$ cat config.mk
export PLATFORM = sky130hd
export DESIGN_NAME = wordtag_spi_master
export DESIGN_NICKNAME = d
export VERILOG_FILES = /design/src/rtl/wtspi_pkg.sv /design/src/rtl/wtspi_rate_gen.sv /design/src/rtl/wtspi_shift_engine.sv /design/src/rtl/wtspi_select_ctl.sv /design/src/rtl/wordtag_spi_master.sv
export SDC_FILE = /design/constraint.sdc
export NUM_CORES = 1
export LEC_CHECK = 0
export ABC_AREA = 0
export BUFFER_PORTS_ARGS = -buffer_cell sky130_fd_sc_hd__buf_2
export CAP_MARGIN = 20
export CORE_ASPECT_RATIO = 1.1
export CORE_MARGIN = 5
export CORE_UTILIZATION = 30
export CTS_CLUSTER_DIAMETER = 50
export DETAILED_ROUTE_END_ITERATION = 6
export MAX_ROUTING_LAYER = met4
export PLACE_DENSITY_LB_ADDON = 0.08
export SLEW_MARGIN = 15
export SYNTH_ARGS = -nofsm -noshare
export SYNTH_HDL_FRONTEND = slang
export SYNTH_SLANG_ARGS = --single-unit
$ cat constraint.sdc
create_clock -name clk -period 3.4 [get_ports clk]
set_clock_uncertainty 0.2 [all_clocks]
set_input_delay 0.17 -clock clk [delete_from_list [all_inputs] [get_ports clk]]
set_output_delay 0.17 -clock clk [all_outputs]
set_load 0.05 [all_outputs]
$ cat src/rtl/wtspi_pkg.sv
package wtspi_pkg;

    localparam int CS_NUM = 4;

    localparam logic [7:0] OFF_CFG   = 8'h40;
    localparam logic [7:0] OFF_SVC   = 8'h44;
    localparam logic [7:0] OFF_RATE  = 8'h48;
    localparam logic [7:0] OFF_TXCTL = 8'h4C;
    localparam logic [7:0] OFF_TXBUF = 8'h50;
    localparam logic [7:0] OFF_RXCTL = 8'h54;
    localparam logic [7:0] OFF_RXBUF = 8'h58;
    localparam logic [7:0] OFF_EVT   = 8'h68;
    localparam logic [7:0] OFF_IEN   = 8'h6C;

    localparam int CFG_EN_BIT   = 31;
    localparam int CFG_POL_BIT  = 14;
    localparam int CFG_PHA_BIT  = 13;
    localparam int CFG_MST_BIT  = 11;

    typedef enum logic [2:0] {
        ENG_IDLE,
        ENG_SETUP,
        ENG_FIRST,
        ENG_SECOND,
        ENG_HOLD
    } eng_state_t;

    typedef struct packed {
        logic       eof;
        logic [1:0] chan;
    } word_tag_t;

endpackage

$ cat src/rtl/wtspi_rate_gen.sv
module wtspi_rate_gen #(
    parameter int DIV_W = 16
) (
    input  logic             clk,
    input  logic             rst_n,
    input  logic             run_i,
    input  logic [DIV_W-1:0] half_i,
    output logic             tick_o
);

    logic [DIV_W-1:0] cnt_q;

    assign tick_o = run_i && (cnt_q == half_i - DIV_W'(1));

    always_ff @(posedge clk or negedge rst_n) begin
        if (!rst_n) begin
            cnt_q <= '0;
        end else if (!run_i || tick_o) begin
            cnt_q <= '0;
        end else begin
            cnt_q <= cnt_q + DIV_W'(1);
        end
    end

endmodule

$ cat src/rtl/wtspi_shift_engine.sv
module wtspi_shift_engine
    import wtspi_pkg::*;
#(
    parameter int WORD_W = 32,
    parameter int CNT_W  = 6
) (
    input  logic              clk,
    input  logic              rst_n,
    input  logic              start_i,
    input  logic [WORD_W-1:0] word_i,
    input  logic [CNT_W-1:0]  nbits_i,
    input  logic              cpol_i,
    input  logic              cpha_i,
    input  logic              tick_i,
    input  logic              miso_i,
    output logic              sck_o,
    output logic              mosi_o,
    output logic              busy_o,
    output logic              done_o,
    output logic [WORD_W-1:0] rx_o
);

    eng_state_t state_q, state_d;
    logic [WORD_W-1:0] tx_sh_q, rx_sh_q;
    logic [CNT_W-1:0]  left_q;
    logic [CNT_W-1:0]  pad;
    logic              last_bit;

    assign pad      = CNT_W'(WORD_W) - nbits_i;
    assign last_bit = (left_q == CNT_W'(1));

    // state register
    always_ff @(posedge clk or negedge rst_n) begin
        if (!rst_n) begin
            state_q <= ENG_IDLE;
        end else begin
            state_q <= state_d;
        end
    end

    // transitions
    always_comb begin
        state_d = state_q;
        unique case (state_q)
            ENG_IDLE:   if (start_i) state_d = ENG_SETUP;
            ENG_SETUP:  if (tick_i)  state_d = ENG_FIRST;
            ENG_FIRST:  if (tick_i)  state_d = ENG_SECOND;
            ENG_SECOND: if (tick_i)  state_d = last_bit ? ENG_HOLD : ENG_FIRST;
            ENG_HOLD:   if (tick_i)  state_d = ENG_IDLE;
            default:                 state_d = ENG_IDLE;
        endcase
    end

    // outputs
    always_comb begin
        sck_o  = cpol_i;
        busy_o = 1'b1;
        done_o = 1'b0;
        unique case (state_q)
            ENG_IDLE:   busy_o = 1'b0;
            ENG_SETUP:  sck_o  = cpol_i;
            ENG_FIRST:  sck_o  = cpol_i ^ cpha_i;
            ENG_SECOND: sck_o  = cpol_i ^ ~cpha_i;
            ENG_HOLD:   done_o = tick_i;
            default:    busy_o = 1'b0;
        endcase
    end

    assign mosi_o = tx_sh_q[WORD_W-1];
    assign rx_o   = rx_sh_q;

    // shift datapath
    always_ff @(posedge clk or negedge rst_n) begin
        if (!rst_n) begin
            tx_sh_q <= '0;
            rx_sh_q <= '0;
            left_q  <= '0;
        end else if (state_q == ENG_IDLE) begin
            if (start_i) begin
                tx_sh_q <= word_i << pad;
                rx_sh_q <= '0;
                left_q  <= nbits_i;
            end
        end else if (tick_i) begin
            if (state_q == ENG_FIRST) begin
                rx_sh_q <= {rx_sh_q[WORD_W-2:0], miso_i};
            end
            if (state_q == ENG_SECOND && !last_bit) begin
                tx_sh_q <= tx_sh_q << 1;
                left_q  <= left_q - CNT_W'(1);
            end
        end
    end

endmodule

$ cat src/rtl/wtspi_select_ctl.sv
module wtspi_select_ctl #(
    parameter int NUM = 4,
    parameter int CH_W = $clog2(NUM)
) (
    input  logic            clk,
    input  logic            rst_n,
    input  logic            start_i,
    input  logic [CH_W-1:0] chan_i,
    input  logic            done_i,
    input  logic            eof_i,
    output logic [NUM-1:0]  cs_n_o
);

    logic            active_q;
    logic [CH_W-1:0] chan_q;

    always_ff @(posedge clk or negedge rst_n) begin
        if (!rst_n) begin
            active_q <= 1'b0;
            chan_q   <= '0;
        end else if (start_i) begin
            active_q <= 1'b1;
            chan_q   <= chan_i;
        end else if (done_i && eof_i) begin
            active_q <= 1'b0;
        end
    end

    for (genvar g = 0; g < NUM; g++) begin : g_line
        assign cs_n_o[g] = !(active_q && (chan_q == CH_W'(g)));
    end

endmodule

$ cat src/rtl/wordtag_spi_master.sv
module wordtag_spi_master
    import wtspi_pkg::*;
#(
    parameter int DIV_W  = 16,
    parameter int ADDR_W = 8
) (
    input  logic              clk,
    input  logic              rst_n,
    input  logic              bus_wr,
    input  logic              bus_rd,
    input  logic [ADDR_W-1:0] bus_addr,
    input  logic [31:0]       bus_wdata,
    output logic [31:0]       bus_rdata,
    output logic              spi_sck,
    output logic              spi_mosi,
    input  logic              spi_miso,
    output logic [CS_NUM-1:0] spi_cs_n,
    output logic              irq
);

    localparam int WORD_W = 32;
    localparam int CNT_W  = $clog2(WORD_W) + 1;

    logic [1:0]       cfg_len;
    logic             cfg_en, cfg_master, cfg_cpha, cfg_cpol;
    logic [DIV_W-1:0] rate_q, half_eff;
    word_tag_t        txctl_q, txtag_q, rxtag_q, cur_tag_q;
    logic [31:0]      txbuf_q, rxbuf_q;
    logic             tx_full_q, rx_full_q;
    logic [3:0]       evt_q, evt_set, evt_clr;
    logic [5:0]       ien_q;
    logic [7:0]       evt_view;
    logic             cur_eof;

    logic             wr_cfg, wr_rate, wr_txctl, wr_tx, wr_evt, wr_ien, rd_rx;
    logic             eng_start, eng_busy, eng_done, tick;
    logic [WORD_W-1:0] eng_rx;
    logic [CNT_W-1:0] nbits;

    assign wr_cfg   = bus_wr && (bus_addr == ADDR_W'(OFF_CFG));
    assign wr_rate  = bus_wr && (bus_addr == ADDR_W'(OFF_RATE));
    assign wr_txctl = bus_wr && (bus_addr == ADDR_W'(OFF_TXCTL));
    assign wr_tx    = bus_wr && (bus_addr == ADDR_W'(OFF_TXBUF));
    assign wr_evt   = bus_wr && (bus_addr == ADDR_W'(OFF_EVT));
    assign wr_ien   = bus_wr && (bus_addr == ADDR_W'(OFF_IEN));
    assign rd_rx    = bus_rd && (bus_addr == ADDR_W'(OFF_RXBUF));

    assign half_eff  = (rate_q == '0) ? DIV_W'(1) : rate_q;
    assign nbits     = CNT_W'({cfg_len, 3'b000}) + CNT_W'(8);
    assign eng_start = !eng_busy && tx_full_q && cfg_en && cfg_master;
    assign cur_eof   = cur_tag_q.eof;

    // configuration registers
    always_ff @(posedge clk or negedge rst_n) begin
        if (!rst_n) begin
            cfg_len    <= '0;
            cfg_en     <= 1'b0;
            cfg_master <= 1'b0;
            cfg_cpha   <= 1'b0;
            cfg_cpol   <= 1'b0;
            rate_q     <= DIV_W'(1);
            txctl_q    <= '0;
            ien_q      <= '0;
        end else begin
            if (wr_cfg) begin
                cfg_len    <= bus_wdata[1:0];
                cfg_en     <= bus_wdata[CFG_EN_BIT];
                cfg_master <= bus_wdata[CFG_MST_BIT];
                cfg_cpha   <= bus_wdata[CFG_PHA_BIT];
                cfg_cpol   <= bus_wdata[CFG_POL_BIT];
            end
            if (wr_rate)  rate_q  <= bus_wdata[DIV_W-1:0];
            if (wr_txctl) txctl_q <= bus_wdata[2:0];
            if (wr_ien)   ien_q   <= bus_wdata[7:2];
        end
    end

    // single-entry transmit buffer
    always_ff @(posedge clk or negedge rst_n) begin
        if (!rst_n) begin
            txbuf_q   <= '0;
            txtag_q   <= '0;
            tx_full_q <= 1'b0;
            cur_tag_q <= '0;
        end else begin
            if (eng_start) begin
                tx_full_q <= 1'b0;
                cur_tag_q <= txtag_q;
            end
            if (wr_tx && !tx_full_q) begin
                txbuf_q   <= bus_wdata;
                txtag_q   <= txctl_q;
                tx_full_q <= 1'b1;
            end
        end
    end

    // single-entry receive buffer
    always_ff @(posedge clk or negedge rst_n) begin
        if (!rst_n) begin
            rxbuf_q   <= '0;
            rxtag_q   <= '0;
            rx_full_q <= 1'b0;
        end else if (eng_done) begin
            rxbuf_q   <= eng_rx;
            rxtag_q   <= cur_tag_q;
            rx_full_q <= 1'b1;
        end else if (rd_rx) begin
            rx_full_q <= 1'b0;
        end
    end

    // latched events: [0] word done, [1] overrun, [2] frame end, [3] tx overflow
    assign evt_set = {wr_tx && tx_full_q,
                      eng_done && cur_tag_q.eof,
                      eng_done && rx_full_q && !rd_rx,
                      eng_done};
    assign evt_clr = wr_evt ? bus_wdata[7:4] : 4'b0000;

    always_ff @(posedge clk or negedge rst_n) begin
        if (!rst_n) begin
            evt_q <= '0;
        end else begin
            evt_q <= (evt_q & ~evt_clr) | evt_set;
        end
    end

    assign evt_view = {evt_q, !tx_full_q, rx_full_q, 2'b00};
    assign irq      = |(evt_view[7:2] & ien_q);

    // register read mux
    always_comb begin
        bus_rdata = '0;
        case (bus_addr)
            ADDR_W'(OFF_CFG): begin
                bus_rdata[1:0]         = cfg_len;
                bus_rdata[CFG_MST_BIT] = cfg_master;
                bus_rdata[CFG_PHA_BIT] = cfg_cpha;
                bus_rdata[CFG_POL_BIT] = cfg_cpol;
                bus_rdata[CFG_EN_BIT]  = cfg_en;
            end
            ADDR_W'(OFF_SVC):   bus_rdata[0]       = eng_busy;
            ADDR_W'(OFF_RATE):  bus_rdata          = 32'(rate_q);
            ADDR_W'(OFF_TXCTL): bus_rdata[2:0]     = txctl_q;
            ADDR_W'(OFF_TXBUF): bus_rdata          = txbuf_q;
            ADDR_W'(OFF_RXCTL): bus_rdata[2:0]     = rxtag_q;
            ADDR_W'(OFF_RXBUF): bus_rdata          = rxbuf_q;
            ADDR_W'(OFF_EVT):   bus_rdata[7:0]     = evt_view;
            ADDR_W'(OFF_IEN):   bus_rdata[7:2]     = ien_q;
            default:            bus_rdata          = '0;
        endcase
    end

    wtspi_rate_gen #(.DIV_W(DIV_W)) u_rate (
        .clk    (clk),
        .rst_n  (rst_n),
        .run_i  (eng_busy),
        .half_i (half_eff),
        .tick_o (tick)
    );

    wtspi_shift_engine #(.WORD_W(WORD_W), .CNT_W(CNT_W)) u_eng (
        .clk     (clk),
        .rst_n   (rst_n),
        .start_i (eng_start),
        .word_i  (txbuf_q),
        .nbits_i (nbits),
        .cpol_i  (cfg_cpol),
        .cpha_i  (cfg_cpha),
        .tick_i  (tick),
        .miso_i  (spi_miso),
        .sck_o   (spi_sck),
        .mosi_o  (spi_mosi),
        .busy_o  (eng_busy),
        .done_o  (eng_done),
        .rx_o    (eng_rx)
    );

    wtspi_select_ctl #(.NUM(CS_NUM)) u_sel (
        .clk     (clk),
        .rst_n   (rst_n),
        .start_i (eng_start),
        .chan_i  (txtag_q.chan),
        .done_i  (eng_done),
        .eof_i   (cur_eof),
        .cs_n_o  (spi_cs_n)
    );

endmodule

==> impl_results.md, run 1 <==
* Reg2reg path depth at 14
* Critical path class: reg2reg
* Minimum clock period at 3493 ps
* Reg2Reg Setup Slack at -90 ps
* Critical path launch point type: flop
* Failing checks: setup timing
* Horiz. Die Dim at between 150 and 200 µm
* Final worst-path cycle share at 1.027
* Detailed-route via count at between 7,000 and 8,000
* Fraction of layout cells with a size suffix above 1 at 0.3168
* Placeable Area at between 0.03 and 0.04 mm²
* Synth Net Count at between 900 and 1,000
* Vias/cell at just over 5
* Avg Cell Area, Syn at ~11 µm²
* Final #Nets at 1,105
* RSZ-0062 raised after global routing: yes
* CP endpoint: u_eng.rx_o[26]
* DRC Markers at 0
* TritonCTS clock tree: built
* Dpl hpwl at 22,700 µm
* First-pass detailed-route iteration total at 4
* Post-synth EDFFs at 0
* Inserted Diodes at 0
* Grt ovf at 0
* Maximum vdd drop at approximately 300 µV
* Fin Hold WS at about 230 ps
* Maxcap violations at 0
* Routed Antenna Nets at 0
* Max frequency at 286.3 MHz
* I/O Pins at between 80 and 90
* CTS Buffer Depth at 2
* Post-synthesis sequential area ratio at 0.4955
* Skew-Pair Late Insertion Delay at between 400 and 500 ps
* FF-to-FF Start: rate_q[0]
* Worst R2R End: u_eng.rx_o[26]
* Critical-path maximum fanout at 33
* Gpl congestion at about 0.8
* Syn Inst Count at 919
* Worst endpoint required time at 3540 ps
* Ys Warns at 0
* H-Tree Depth at 4
* WL/cell at approximately 22 µm
* Slew headroom at 0.4391
* Initial core utilization at 0.3035
* First-pass GRT wire length at between 40,000 and 50,000 µm
* Antenna violations before repair at 0
* Final core utilization at 0.3771
* Final Power at ~5.0 mW
* Cell taking the most area after synthesis: dfrtp_1
* Initial DRC count at 515
* Final setup fails at between 70 and 80
* Placed Area at roughly 0.011 mm²
* Cell Rows at 70
* Root buffer cell: clkbuf_16
* Vias in the first global route at between 7,000 and 8,000
* Clock-pin slew on the worst setup and hold paths at 80 ps
* Pwr/cell area at around 400 mW/mm²
* Fin worst setup slack at -92.93 ps
* Largest net degree at the start of global routing at between 80 and 90
* Tot GR Track Use at 0.1782
* Synth unique cells at 59
* Final hold vios at 0
* CTS Buf Count at 17
* Clock sinks at 200
* Most frequent cells in the layout: 199 x dfrtp_1, 99 x mux2_2, 82 x buf_2, 78 x nand2_1, 60 x nor2_1
* Synth-to-Final Area Change at 24.23%
* Hold crit path type: in2reg
* Routed wire length at approximately 33,000 µm
* Filler cells at approximately 3,300
* Mapped Area at approximately 0.01 mm²
* Height of the die at 202.5 µm
* Post-synthesis async set-or-reset flop share at 1.000
* Synth area leaders: dfrtp_1 49%, mux2_2 13%, a22o_1 4.2%
* Cell leakage power at about 5.8 nW
* Die ar. at about 0.037 mm²
* Register area at ~0.005 mm²
* Outcome: complete, but fails checks
* Yosys reg bits at 200
* Pre-CTS setup slack at -202.1 ps
* Worst-Margin Slew at 839.7 ps
* Design Area, Final at roughly 0.013 mm²
* Commonest non-fill, non-tap cell in the layout: dfrtp_1
* Max-slew violation count at 0
* Top_reg_cell synth: dfrtp_1
* Worst setup EP type: flop
* Buffers on Ports at 83
* Worst Path Arrival at 3630 ps
* Multi-input logic area at ~0.0049 mm²
* Worst Setup SP: rate_q[0]
* Share of the synthesized area in the top cell type at 0.4929
==> cell families after synthesis <==
group                    synth area share
AO/OA/AOI/OAI                      0.1341
flip-flops                         0.4955
multiplexers                       0.1759
adder cells (fa/ha/maj)          0.006193
AND/OR/NAND/NOR                    0.1231
XOR/XNOR                          0.02997
buffers and inverters             0.03517
==> cell type report <==
type                    instances  area share
flip-flops and latches        200      0.3989
multi-input cells             638      0.3943
repair buffers                186      0.1155
well taps                     432     0.04307
clock buffers                  19     0.03529
clock inverters                12    0.009372
inverters                      12    0.003589
==> what timing repair did <==
action / in CTS / in global routing
hold buffers: 38 / 0
endpoints found under the hold margin: 269 / 0
pin swaps: 3 / 4
resized for setup: 10 / 41
setup endpoints to repair: 102 / 114
buffers inserted: 4 / 2
gates cloned: 1 / 2
==> critical path: stages (launching register included) <==
cell and delay, ps:
dfstp_2 560, nor4_4 50, and2_4 160, a21oi_2 120, ha_2 190, nor3b_4 260, buf_4 160, xor2_1 150
nand3_1 120, a311oi_2 230, and4b_2 320, a21oi_2 70, or3_4 350, buf_12 170, a22o_1 260
==> metal layers <==
layer	GRT usage	part of all wire
met5	-	0
met2	0.2760	0.47
met1	0.2505	0.48
met4	0.04641	0.017
met3	0.02007	0.027
==> power by group <==
part           switching (mW)  internal [mW]
clock network           0.986           1.04
logic                   0.328          0.268
registers              0.0248           2.40
==> registers in the layout, summed over array words and instances (netlist names), 2 cells and up <==
| name | count |
|---|---|
| u_eng.left_q | 6 |
| txtag_q | 3 |
| cfg_len | 2 |
| u_eng.tx_sh_q | 32 |
| u_sel.chan_q | 2 |
| txctl_q | 3 |
| evt_q | 4 |
| rate_q | 16 |
| u_eng.state_q | 3 |
| rxtag_q | 3 |
| u_eng.rx_o | 32 |
| rxbuf_q | 32 |
| txbuf_q | 32 |
| u_rate.cnt_q | 16 |
| ien_q | 6 |
==> worst min path at each step <==
stage                           start        to  cells past startpoint
after global routing      bus_addr[5]  evt_q[0]                      6
after floorplan                 rst_n  cfg_cpha                      0
after detailed placement        rst_n  ien_q[2]                      1
after global placement          rst_n  ien_q[2]                      1
final                     bus_addr[5]  evt_q[2]                      7
after CTS                 bus_addr[5]  evt_q[2]                      7
==> metrics by stage <==
stage,setup TNS [ps],std cells
after floorplan,-3688,919
after global placement,-12140,1421
after detailed placement,-14930,1421
after CTS,-2415,1495
after global routing,-16840,1499
final,-4357,1499
==> cell usage after synthesis, drive strengths merged (15+ instances only) <==
cell / number
dfrtp: 199
mux2: 116
nand2: 79
nor2: 61
o21ai: 61
clkbuf: 49
a22o: 48
a21oi: 29
nand3: 28
and3: 22
buf: 20
mux2i: 20
xor2: 18
o211ai: 15
Power figures use the tool's default switching activity.
==> run 2, diff against run 1 <==
==> constraint.sdc (replaced) <==
create_clock -name clk -period 3.4 [get_ports clk]
set_clock_uncertainty 0.2 [all_clocks]
set_input_delay 0.68 -clock clk [delete_from_list [all_inputs] [get_ports clk]]
set_output_delay 0.68 -clock clk [all_outputs]
set_load 0.05 [all_outputs]
==> run 2 against run 1 <==
Against the previous run:
- the flow still finishes with violations (setup timing)
- largest power group unchanged
- combinational power down 4.7%
- highest routed layer unchanged
- critical endpoint is now u_eng.rx_o[0]
- worst hold slack got worse by 220 ps
- count of clock-buffer cells in the layout unchanged
==> impl_results.md, run 2 (same netlist as run 1, synthesis figures left out) <==
* Skew-Pair Late Insertion Delay at about 450 ps
* CTS Buffer Depth at 2
* Final hold vios at 0
* Initial DRC count at 457
* Placeable Area at 0.03328 mm²
* Maximum vdd drop at 324.5 µV
* Vias in the first global route at 7,840
* Horiz. Die Dim at 185.0 µm
* Minimum clock period at 3454 ps
* First-pass GRT wire length at 49,180 µm
* Buffers on Ports at slightly above 80
* CTS Buf Count at 17
* Reg2reg path depth at 13
* I/O Pins at between 80 and 90
* Clock sinks at 200
* Final core utilization at 0.3659
* Largest net degree at the start of global routing at 67
* Vias/cell at between 5 and 6
* Worst-Margin Slew at approximately 980 ps
* Antenna violations before repair at 0
* Hold buffers post-CTS at 0
* Routed Antenna Nets at 0
* Pwr/cell area at roughly 400 mW/mm²
* Setup TNS at -1332 ps
* Finished Layout Cells at 1,467
* Post-placement cell count at approximately 1,400
* Fraction of layout cells with a size suffix above 1 at 0.3337
* H-Tree Depth at 4
* Synth-to-Final Area Change at 20.56%
* Grt ovf at 0
* WL/cell at 21.62 µm
* Root buffer cell: clkbuf_16
* DRC Markers at 0
* Hold crit path type: in2async
* Worst Path Arrival at around 3600 ps
* RSZ-0062 raised after global routing: yes
* Max frequency at 289.5 MHz
* Die ar. at 0.03745 mm²
* Failing checks: setup timing
* Slowest CP cell: dfrtp_1
* Cell Rows at 70
* Final worst-path cycle share at 1.016
* Worst-path cell chain: nor4_4 -> and3_4 -> a21oi_2 -> ha_2 -> xor2_2 -> nand3_1 -> a311oi_2 -> nand4_1 -> and4b_2 -> a21oi_2 -> or3_4 -> buf_12 -> a22o_1
* Maxcap violations at 0
* Detailed-route via count at about 7,500
* Worst setup EP type: flop
* Initial core utilization at 0.3035
* Critical path launch point type: flop
* Worst endpoint required time at around 3500 ps
* Most frequent cells in the layout: 199 x dfrtp_1, 116 x mux2_2, 81 x buf_2, 79 x nand2_1, 58 x nor2_1
* Clock-pin slew on the worst setup and hold paths at approximately 80 ps
* Final #Nets at 1,072
* Most frequent CP cell: a21oi_2
* Slew headroom at 0.3443
* Max-slew violation count at 0
* Outcome: complete, but fails checks
* Tot GR Track Use at 0.1771
* Dpl hpwl at around 23,000 µm
* Routed wire length at ~32,000 µm
* Final Power at slightly below 5 mW
* Gpl congestion at between 0.8 and 0.9
* Final setup fails at 55
* Fin worst setup slack at -54.42 ps
* First-pass detailed-route iteration total at 5
* Commonest non-fill, non-tap cell in the layout: dfrtp_1
* Cell leakage power at between 5 and 6 nW
* Height of the die at slightly above 200 µm
* Critical-path maximum fanout at 33
* Critical path class: reg2reg
* TritonCTS clock tree: built
* Slowest stage delay, CP at about 420 ps
==> run 2: final cells by class <==
cell class | count | area (µm²)
fillers | 3377 | 21100
repair buffers | 153 | 1151
diodes | 1 | 2.502
multi-input cells | 638 | 4898
clock buffers | 19 | 442.9
flip-flops and latches | 200 | 5006
well taps | 432 | 540.5
clock inverters | 12 | 92.59
inverters | 12 | 45.04
==> run 2: per-layer routing <==
layer | wire (µm) | vias to the layer above | global-route usage
li1 | - | 3545 | -
met3 | 675 | 24 | 0.02437
met2 | 15040 | 98 | 0.2733
met4 | 376 | 0 | 0.03513
met1 | 15630 | 3803 | 0.2514
met5 | 0 | - | -
==> run 2: final timing paths <==
path / start / endpoint / slack, ps
worst min register to register: u_eng.tx_sh_q[7] / u_eng.tx_sh_q[7] / 280
worst max-delay path: rate_q[9] / u_eng.rx_o[0] / -50
min in group clk: bus_wdata[20] / txbuf_q[20] / 260
worst min-delay path: rst_n / txtag_q[2] / 10
worst max register to register: rate_q[9] / u_eng.rx_o[0] / -50
max in group asynchronous: rst_n / u_eng.tx_sh_q[13] / 2190
==> run 2: where the power goes <==
part	switching (mW)	internal (mW)
clock	0.985	0.963
sequential	0.0257	2.40
combinational	0.319	0.248
total	1.33	3.61
==> run 2: worst max-delay path: cells and delay by family (launching register included) <==
| family | cells | cell delay, ps |
|---|---|---|
| AOI/OAI and AO/OA | 4 | 560 |
| adders and majority gates | 1 | 330 |
| and+or+nand+nor | 6 | 1460 |
| xor gates and xnor gates | 1 | 170 |
| buffers and inverters | 1 | 170 |
| DFF | 1 | 420 |
==> run 2: what timing repair did <==
action                     in CTS  in global routing
pin swaps                       4                  2
cloned                          1                  1
buffers inserted                6                  1
resized for setup               8                 18
hold endpoints to repair        0                  0
setup endpoints to repair      82                111
==> run 2: through the flow <==
stage,worst slack [ps],hold slack (ps),instance area [µm²]
5_1_grt,-220.4,33.94,12180
4_1_cts,-41.86,15.63,12060
6_report,-54.42,10.90,12180
3_3_place_gp,-126.8,255.6,11420
3_5_place_dp,-155.9,265.0,11420
2_1_floorplan,-113.0,184.4,10160
